**src/rtl/rirq_pkg.sv**
```systemverilog
package rirq_pkg;
    localparam int ADDR_W = 8;
    localparam int DATA_W = 32;
    localparam logic [ADDR_W-1:0] OFF_EN_RD  = 8'h24;
    localparam logic [ADDR_W-1:0] OFF_EN_SET = 8'h28;
    localparam logic [ADDR_W-1:0] OFF_EN_CLR = 8'h2C;
    localparam logic [ADDR_W-1:0] OFF_POL    = 8'h30;
    localparam logic [ADDR_W-1:0] OFF_EDGE   = 8'h34;
    localparam logic [ADDR_W-1:0] OFF_STAT   = 8'h40;

    typedef enum logic {
        BUS_IDLE,
        BUS_RESP
    } bus_state_e;
endpackage

```
**src/rtl/rirq_sync.sv**
```systemverilog
module rirq_sync #(
    parameter int WIDTH = 32
) (
    input  logic             clk,
    input  logic             rst_n,
    input  logic [WIDTH-1:0] async_i,
    output logic [WIDTH-1:0] sync_o,
    output logic [WIDTH-1:0] prev_o
);
    logic [WIDTH-1:0] meta_q;
    logic [WIDTH-1:0] sync_q;
    logic [WIDTH-1:0] prev_q;

    always_ff @(posedge clk) begin
        if (!rst_n) begin
            meta_q <= '0;
            sync_q <= '0;
            prev_q <= '0;
        end else begin
            meta_q <= async_i;
            sync_q <= meta_q;
            prev_q <= sync_q;
        end
    end

    assign sync_o = sync_q;
    assign prev_o = prev_q;
endmodule

```
**src/rtl/rirq_cell.sv**
```systemverilog
module rirq_cell (
    input  logic clk,
    input  logic rst_n,
    input  logic cur_i,
    input  logic prev_i,
    input  logic edge_i,
    input  logic pol_i,
    input  logic clr_i,
    output logic act_o
);
    logic lat_q;
    logic lvl;
    logic hit;

    always_comb begin
        lvl = pol_i ? cur_i : ~cur_i;
        hit = pol_i ? (cur_i & ~prev_i) : (~cur_i & prev_i);
    end

    always_ff @(posedge clk) begin
        if (!rst_n)      lat_q <= 1'b0;
        else if (edge_i) lat_q <= hit | (lat_q & ~clr_i);
        else             lat_q <= 1'b0;
    end

    assign act_o = edge_i ? lat_q : lvl;


    sticky_hold_chk: assert property (@(posedge clk) disable iff (!rst_n)
        (edge_i && lat_q && !clr_i) |=> lat_q);
endmodule

```
**src/rtl/rirq_route.sv**
```systemverilog
module rirq_route #(
    parameter int NUM_SRC  = 32,
    parameter int NUM_CORE = 4,
    parameter int NUM_PAR  = 4,
    localparam int ROUTE_W = NUM_CORE + NUM_PAR
) (
    input  logic                               clk,
    input  logic                               rst_n,
    input  logic [NUM_SRC-1:0]                 pend_i,
    input  logic [NUM_SRC-1:0][ROUTE_W-1:0]    route_i,
    output logic [NUM_CORE*NUM_PAR-1:0]        irq_o
);
    for (genvar c = 0; c < NUM_CORE; c++) begin : g_core
        for (genvar p = 0; p < NUM_PAR; p++) begin : g_par
            logic [NUM_SRC-1:0] hits;
            always_comb begin
                for (int s = 0; s < NUM_SRC; s++) begin
                    hits[s] = pend_i[s] & route_i[s][c] & route_i[s][NUM_CORE+p];
                end
            end
            assign irq_o[c*NUM_PAR+p] = |hits;
        end
    end


    quiet_out_chk: assert property (@(posedge clk) disable iff (!rst_n)
        (pend_i == '0) |-> (irq_o == '0));
endmodule

```
**src/rtl/rirq_ctrl.sv**
```systemverilog
module rirq_ctrl
    import rirq_pkg::*;
#(
    parameter int NUM_SRC  = 32,
    parameter int NUM_CORE = 4,
    parameter int NUM_PAR  = 4
) (
    input  logic                         clk,
    input  logic                         rst_n,
    input  logic [NUM_SRC-1:0]           src_i,
    input  logic                         req_valid,
    input  logic                         req_write,
    input  logic                         req_byte,
    input  logic [ADDR_W-1:0]            req_addr,
    input  logic [DATA_W-1:0]            req_wdata,
    output logic                         rd_valid,
    output logic [DATA_W-1:0]            rd_data,
    output logic [NUM_CORE*NUM_PAR-1:0]  irq_o
);
    localparam int ROUTE_W = NUM_CORE + NUM_PAR;
    localparam int SRC_IW  = $clog2(NUM_SRC);

    bus_state_e state_q, state_d;

    logic [NUM_SRC-1:0]              en_q, pol_q, edge_q;
    logic [NUM_SRC-1:0][ROUTE_W-1:0] route_q;
    logic [NUM_SRC-1:0]              cur, prev, act, pend, clr;
    logic [DATA_W-1:0]               rd_mux, rd_q;
    logic                            wr_word, wr_byte, rd_req, in_route;
    logic [SRC_IW-1:0]               idx;

    assign wr_word  = req_valid & req_write & ~req_byte;
    assign wr_byte  = req_valid & req_write & req_byte;
    assign rd_req   = req_valid & ~req_write;
    assign in_route = int'(req_addr) < NUM_SRC;
    assign idx      = req_addr[SRC_IW-1:0];
    assign clr      = (wr_word && req_addr == OFF_STAT) ? req_wdata[NUM_SRC-1:0] : '0;

    rirq_sync #(.WIDTH(NUM_SRC)) u_sync (
        .clk(clk), .rst_n(rst_n), .async_i(src_i), .sync_o(cur), .prev_o(prev)
    );

    for (genvar s = 0; s < NUM_SRC; s++) begin : g_src
        rirq_cell u_cell (
            .clk(clk), .rst_n(rst_n), .cur_i(cur[s]), .prev_i(prev[s]),
            .edge_i(edge_q[s]), .pol_i(pol_q[s]), .clr_i(clr[s]), .act_o(act[s])
        );
    end

    assign pend = act & en_q;

    rirq_route #(.NUM_SRC(NUM_SRC), .NUM_CORE(NUM_CORE), .NUM_PAR(NUM_PAR)) u_route (
        .clk(clk), .rst_n(rst_n), .pend_i(pend), .route_i(route_q), .irq_o(irq_o)
    );

    always_ff @(posedge clk) begin
        if (!rst_n) begin
            en_q    <= '0;
            pol_q   <= '1;
            edge_q  <= '0;
            route_q <= '0;
        end else begin
            if (wr_byte && in_route) route_q[idx] <= req_wdata[ROUTE_W-1:0];
            if (wr_word) begin
                unique case (req_addr)
                    OFF_EN_SET: en_q   <= en_q | req_wdata[NUM_SRC-1:0];
                    OFF_EN_CLR: en_q   <= en_q & ~req_wdata[NUM_SRC-1:0];
                    OFF_POL:    pol_q  <= req_wdata[NUM_SRC-1:0];
                    OFF_EDGE:   edge_q <= req_wdata[NUM_SRC-1:0];
                    default: ;
                endcase
            end
        end
    end

    always_comb begin
        rd_mux = '0;
        if (in_route) begin
            rd_mux[ROUTE_W-1:0] = route_q[idx];
        end else begin
            unique case (req_addr)
                OFF_EN_RD: rd_mux[NUM_SRC-1:0] = en_q;
                OFF_POL:   rd_mux[NUM_SRC-1:0] = pol_q;
                OFF_EDGE:  rd_mux[NUM_SRC-1:0] = edge_q;
                OFF_STAT:  rd_mux[NUM_SRC-1:0] = pend;
                default: ;
            endcase
        end
    end

    // state register
    always_ff @(posedge clk) begin
        if (!rst_n) begin
            state_q <= BUS_IDLE;
            rd_q    <= '0;
        end else begin
            state_q <= state_d;
            if (rd_req) rd_q <= rd_mux;
        end
    end

    // next state
    always_comb begin
        unique case (state_q)
            BUS_IDLE: state_d = rd_req ? BUS_RESP : BUS_IDLE;
            BUS_RESP: state_d = rd_req ? BUS_RESP : BUS_IDLE;
            default:  state_d = BUS_IDLE;
        endcase
    end

    // outputs
    always_comb begin
        rd_valid = (state_q == BUS_RESP);
        rd_data  = rd_valid ? rd_q : '0;
    end


    en_set_chk: assert property (@(posedge clk) disable iff (!rst_n)
        (wr_word && req_addr == OFF_EN_SET) |=>
        ((en_q & $past(req_wdata[NUM_SRC-1:0])) == $past(req_wdata[NUM_SRC-1:0])));

    en_clr_chk: assert property (@(posedge clk) disable iff (!rst_n)
        (wr_word && req_addr == OFF_EN_CLR) |=>
        ((en_q & $past(req_wdata[NUM_SRC-1:0])) == '0));

    rd_resp_chk: assert property (@(posedge clk) disable iff (!rst_n)
        rd_req |=> rd_valid);

    rd_quiet_chk: assert property (@(posedge clk) disable iff (!rst_n)
        !rd_req |=> !rd_valid);

    route_keep_chk: assert property (@(posedge clk) disable iff (!rst_n)
        (wr_word && in_route) |=> (route_q == $past(route_q)));
endmodule

```
**config.mk**
```make
export PLATFORM = sky130hd
export DESIGN_NAME = rirq_ctrl
export DESIGN_NICKNAME = d
export VERILOG_FILES = /design/src/rtl/rirq_pkg.sv /design/src/rtl/rirq_sync.sv /design/src/rtl/rirq_cell.sv /design/src/rtl/rirq_route.sv /design/src/rtl/rirq_ctrl.sv
export SDC_FILE = /design/constraint.sdc
export NUM_CORES = 2
export LEC_CHECK = 0
export ABC_AREA = 1
export BUFFER_PORTS_ARGS = -buffer_cell sky130_fd_sc_hd__buf_2
export CORE_ASPECT_RATIO = 0.5
export CORE_MARGIN = 2
export CORE_UTILIZATION = 30
export DETAILED_ROUTE_END_ITERATION = 10
export MAX_ROUTING_LAYER = met4
export REMOVE_ABC_BUFFERS = 1
export SYNTH_ARGS = -nofsm -noshare
export SYNTH_HDL_FRONTEND = slang
export SYNTH_SLANG_ARGS = --single-unit
```
**constraint.sdc**
```tcl
create_clock -name clk -period 2.26 [get_ports clk]
set_input_delay 0.226 -clock clk [delete_from_list [all_inputs] [get_ports clk]]
set_output_delay 0.226 -clock clk [all_outputs]
set_load 0.01 [all_outputs]
```
==> flow_metrics.py <==
metrics = {
    "status": {
        "status": "finished, violations left",
        "violations": "negative setup slack",
    },
    "worst_setup_path": {
        "cp_max_fo": 5,
        "cp_slowest_stage_delay_ns": 0.36,
        "critPathLaunch": "u_sync.sync_o[11]$_SDFF_PN0_",
        "critical_path_required_ns": 2.03,
        "crit_slowest_cell": "dfxtp_4",
        "cpMostUsedCell": "nand2_2",
        "crit_buf_inv": 3,
        "rr_startpoint": "route_q[44]$_SDFFE_PN0P_",
        "crit_family": "simple AND/OR/NAND/NOR gates",
        "crit_type": "reg2out",
        "cp-end-kind": "primary output",
        "crit_chain": "or2_4 > nand3_2 > nand2_2 > buf_12 > nor2_4 > buf_6 > nand2_1 > nand2_2 > nor2_2 > nand2_2 > nor2_4 > nand2_4 > buf_6",
        "critPathArrivalTime_ns": 2.35,
        "start_kind": "register",
    },
    "die": {
        "coreArea_um2": 88300,
        "die_w_um": 426,
        "fp.dieH_um": 215,
        "die_area_um2": 91700,
        "rows": 77,
        "pin_count": 126,
        "start_util": 0.303,
    },
    "hold_path": {
        "worstHoldStart": "req_wdata[7]",
        "holdCritPathClass": "in2reg",
    },
    "power": {
        "peakVddDrop_uv": 545,
        "leakage_nw": 15.6,
        "p_clk_frac": 0.477,
        "p_switching_mw": 5.06,
        "switching_share": 0.254,
        "p_comb_frac": 0.062,
        "internal_power_mw": 14.8,
        "pwr-share-seq": 0.461,
        "p_per_area_nw_per_um2": 568,
    },
    "timing": {
        "fmax_ghz": 0.388,
        "period_share": 1.14,
        "slew_headroom": 0.330,
        "period_needed_ns": 2.58,
        "finalHoldViolations": 0,
        "worst_pin_slew_ns": 1.00,
        "finalClockSkew_ns": 0.0568,
        "rsz0062_at_grt": "true",
        "final_max_slew_viol_count": 0,
        "setup_violations": 16,
        "setup_slack_ns": -0.318,
    },
    "global_routing": {
        "antenna_found_initial": 1,
        "overflow": 0,
        "grtUsageTotal": 0.256,
        "grt_pass1_vias": 27300,
        "grt_max_degree": 107,
        "grt_pass1_wl_um": 173000,
    },
    "clock_tree": {
        "clk_latency_ns": 0.66,
        "numClockSinks": 513,
        "clk_path_buf_depth": 3,
        "htree_num_levels": 2,
        "cts_buffers": 52,
        "clkTransAtPathRegs_ns": 0.07,
        "tritoncts": "built",
        "cts_root_buffer": "clkbuf_16",
    },
    "place": {
        "dpl.cell_count": 5729,
        "place_hpwl_um": 85200,
        "port_buffers": 125,
        "placed_cell_area_um2": 30000,
        "place.gp.congestion": 1.01,
    },
    "route": {
        "drt-total-wl_um": 118000,
        "first_pass_iters": 7,
        "drc_errors": 0,
        "postRouteAntennaNets": 0,
        "wire_per_inst_um": 20.0,
        "vias": 29300,
        "drt_iter0_markers": 2858,
        "via_per_inst": 4.97,
    },
    "logic_synthesis": {
        "synth_common_cells": "nand2_1 (1641), nor2_1 (522), dfxtp_1 (513)",
        "synth_seq_cells": 513,
        "yosys-top-cells-area": "dfxtp_1 (38%), nand2_1 (23%), o21ai_0 (8.6%), nor2_1 (7.3%), inv_1 (7.0%)",
        "async_flop_share": 0,
        "yosysMostFrequentCell": "nand2_1",
        "synth_edf_count": 0,
        "synth_cell_type_count": 26,
        "synth-seq-area-share": 0.384,
        "yosysTopAreaCell": "dfxtp_1",
        "synth_warnings": 0,
        "synthFlopType": "dfxtp_1",
        "synth_area_um2": 26800,
        "syn_inst": 4427,
        "syn_area_per_cell_um2": 6.04,
        "synth_top_area_frac": 0.384,
    },
    "finish": {
        "syn2layout_area_growth_pct": 30.9,
        "fillCellCount": 9237,
        "final_layout_size_suffix_gt1_frac": 0.213,
        "layout.cells.non_filler": 5899,
        "finish.instance_area_um2": 35000,
        "postLayoutCoreUtil": 0.396,
        "nets": 4746,
    },
    "flow_run": {
        "cap_viol_max_count": 0,
    },
}
-- layout make-up --
cell class | count | area (um^2) | share of cell area
diodes | 1 | 2.50 | 0.0000715
clock buffers | 70 | 1480 | 0.0423
repair buffers | 376 | 3330 | 0.0950
multi-input cells | 3214 | 16100 | 0.459
inverters | 512 | 1920 | 0.0550
flip-flops and latches | 513 | 10400 | 0.296
well taps | 1185 | 1480 | 0.0423
clock inverters | 28 | 367 | 0.0105
-- cells in the final DEF (no fill, tap or decap), drive strengths merged --
cell,netlist,routed
nand2,1642,1642
nor2,530,530
dfxtp,513,513
inv,507,509
o21ai,462,462
a21oi,360,360
buf,25,308
nand3,79,79
clkbuf,163,71
dlygate4sd3,0,67
a211oi,48,48
mux2,32,32
or2,20,20
clkinv,5,19
o211ai,18,18
nor3,17,17
clkinvlp,0,6
bufinv,0,6
nand4,3,3
o22ai,2,2
diode,0,1
nor4,1,1
-- routing by layer --
layer	wire, um	up-vias	track usage	part of all wire
met4	3310	0	0.0647	0.028
li1	-	14300	-	-
met2	52300	1003	0.393	0.44
met3	8470	176	0.0328	0.072
met1	54000	13900	0.354	0.46
met5	0	-	-	0
-- sequential cells by signal, summed over array words and instances, names as in the netlist, named ones only --
signal and cells:
rd_valid 1, g_src.u_cell.lat_q 32, u_sync.prev_o 32, route_q 256
rd_q 32, u_sync.sync_o 32, edge_q 32, pol_q 32
u_sync.meta_q 32
-- power by group through the flow --
stage	logic [mW]	clock network (mW)	registers (mW)
6_report	1.24	9.49	9.17
5_1_grt	1.32	9.98	9.17
4_1_cts	1.21	9.62	9.17
3_5_place_dp	1.09	0	9.37
3_3_place_gp	1.09	0	9.37
2_1_floorplan	0.363	0	9.36
-- worst min-delay path: stages --
cell	delay, ns
buf_2	0.11
clkinv_1	0.26
a21oi_1	0.11
-- through the flow --
stage          worst slack [ns]  hold WS [ns]  TNS (ns)  total power, mW
2_1_floorplan             -1.27         0.310    -88.70             9.72
3_3_place_gp            -0.0637         0.394    -0.131             10.5
3_5_place_dp            -0.0508         0.402   -0.0961             10.5
4_1_cts                  -0.363        0.0683     -4.66             20.0
5_1_grt                  -0.383        0.0788     -5.61             20.5
6_report                 -0.318         0.102     -4.22             19.9
-- worst paths after layout --
path	end	slack, ns	cells after the start
worst min-delay path	route_q[247]$_SDFFE_PN0P_	0.10	3
worst max-delay path	irq_o[6]	-0.32	13
worst max register to register	rd_q[4]$_SDFFE_PN0P_	0.63	8
worst min register to register	u_sync.sync_o[27]$_SDFF_PN0_	0.41	2
-- cell families (layout without fill, tap and decap cells) --
group,Yosys count,count (layout),synth area share
flip-flops,513,513,0.384
other,0,1,0
multiplexers,32,32,0.0135
AO/OA/AOI/OAI,890,890,0.173
buffers and inverters,700,986,0.0988
AND/OR/NAND/NOR,2292,2292,0.331
-- repair_timing --
item / in CTS / in global routing
gates resized for setup: 566 / 199
endpoints found under the setup margin: 16 / 16
setup buffers: 9 / 5
pin swaps: 152 / 103
gates cloned: 0 / 1
endpoints found under the hold margin: 138 / 0
hold buffers: 67 / 0
Note: power is estimated with default switching activity, not from simulation.
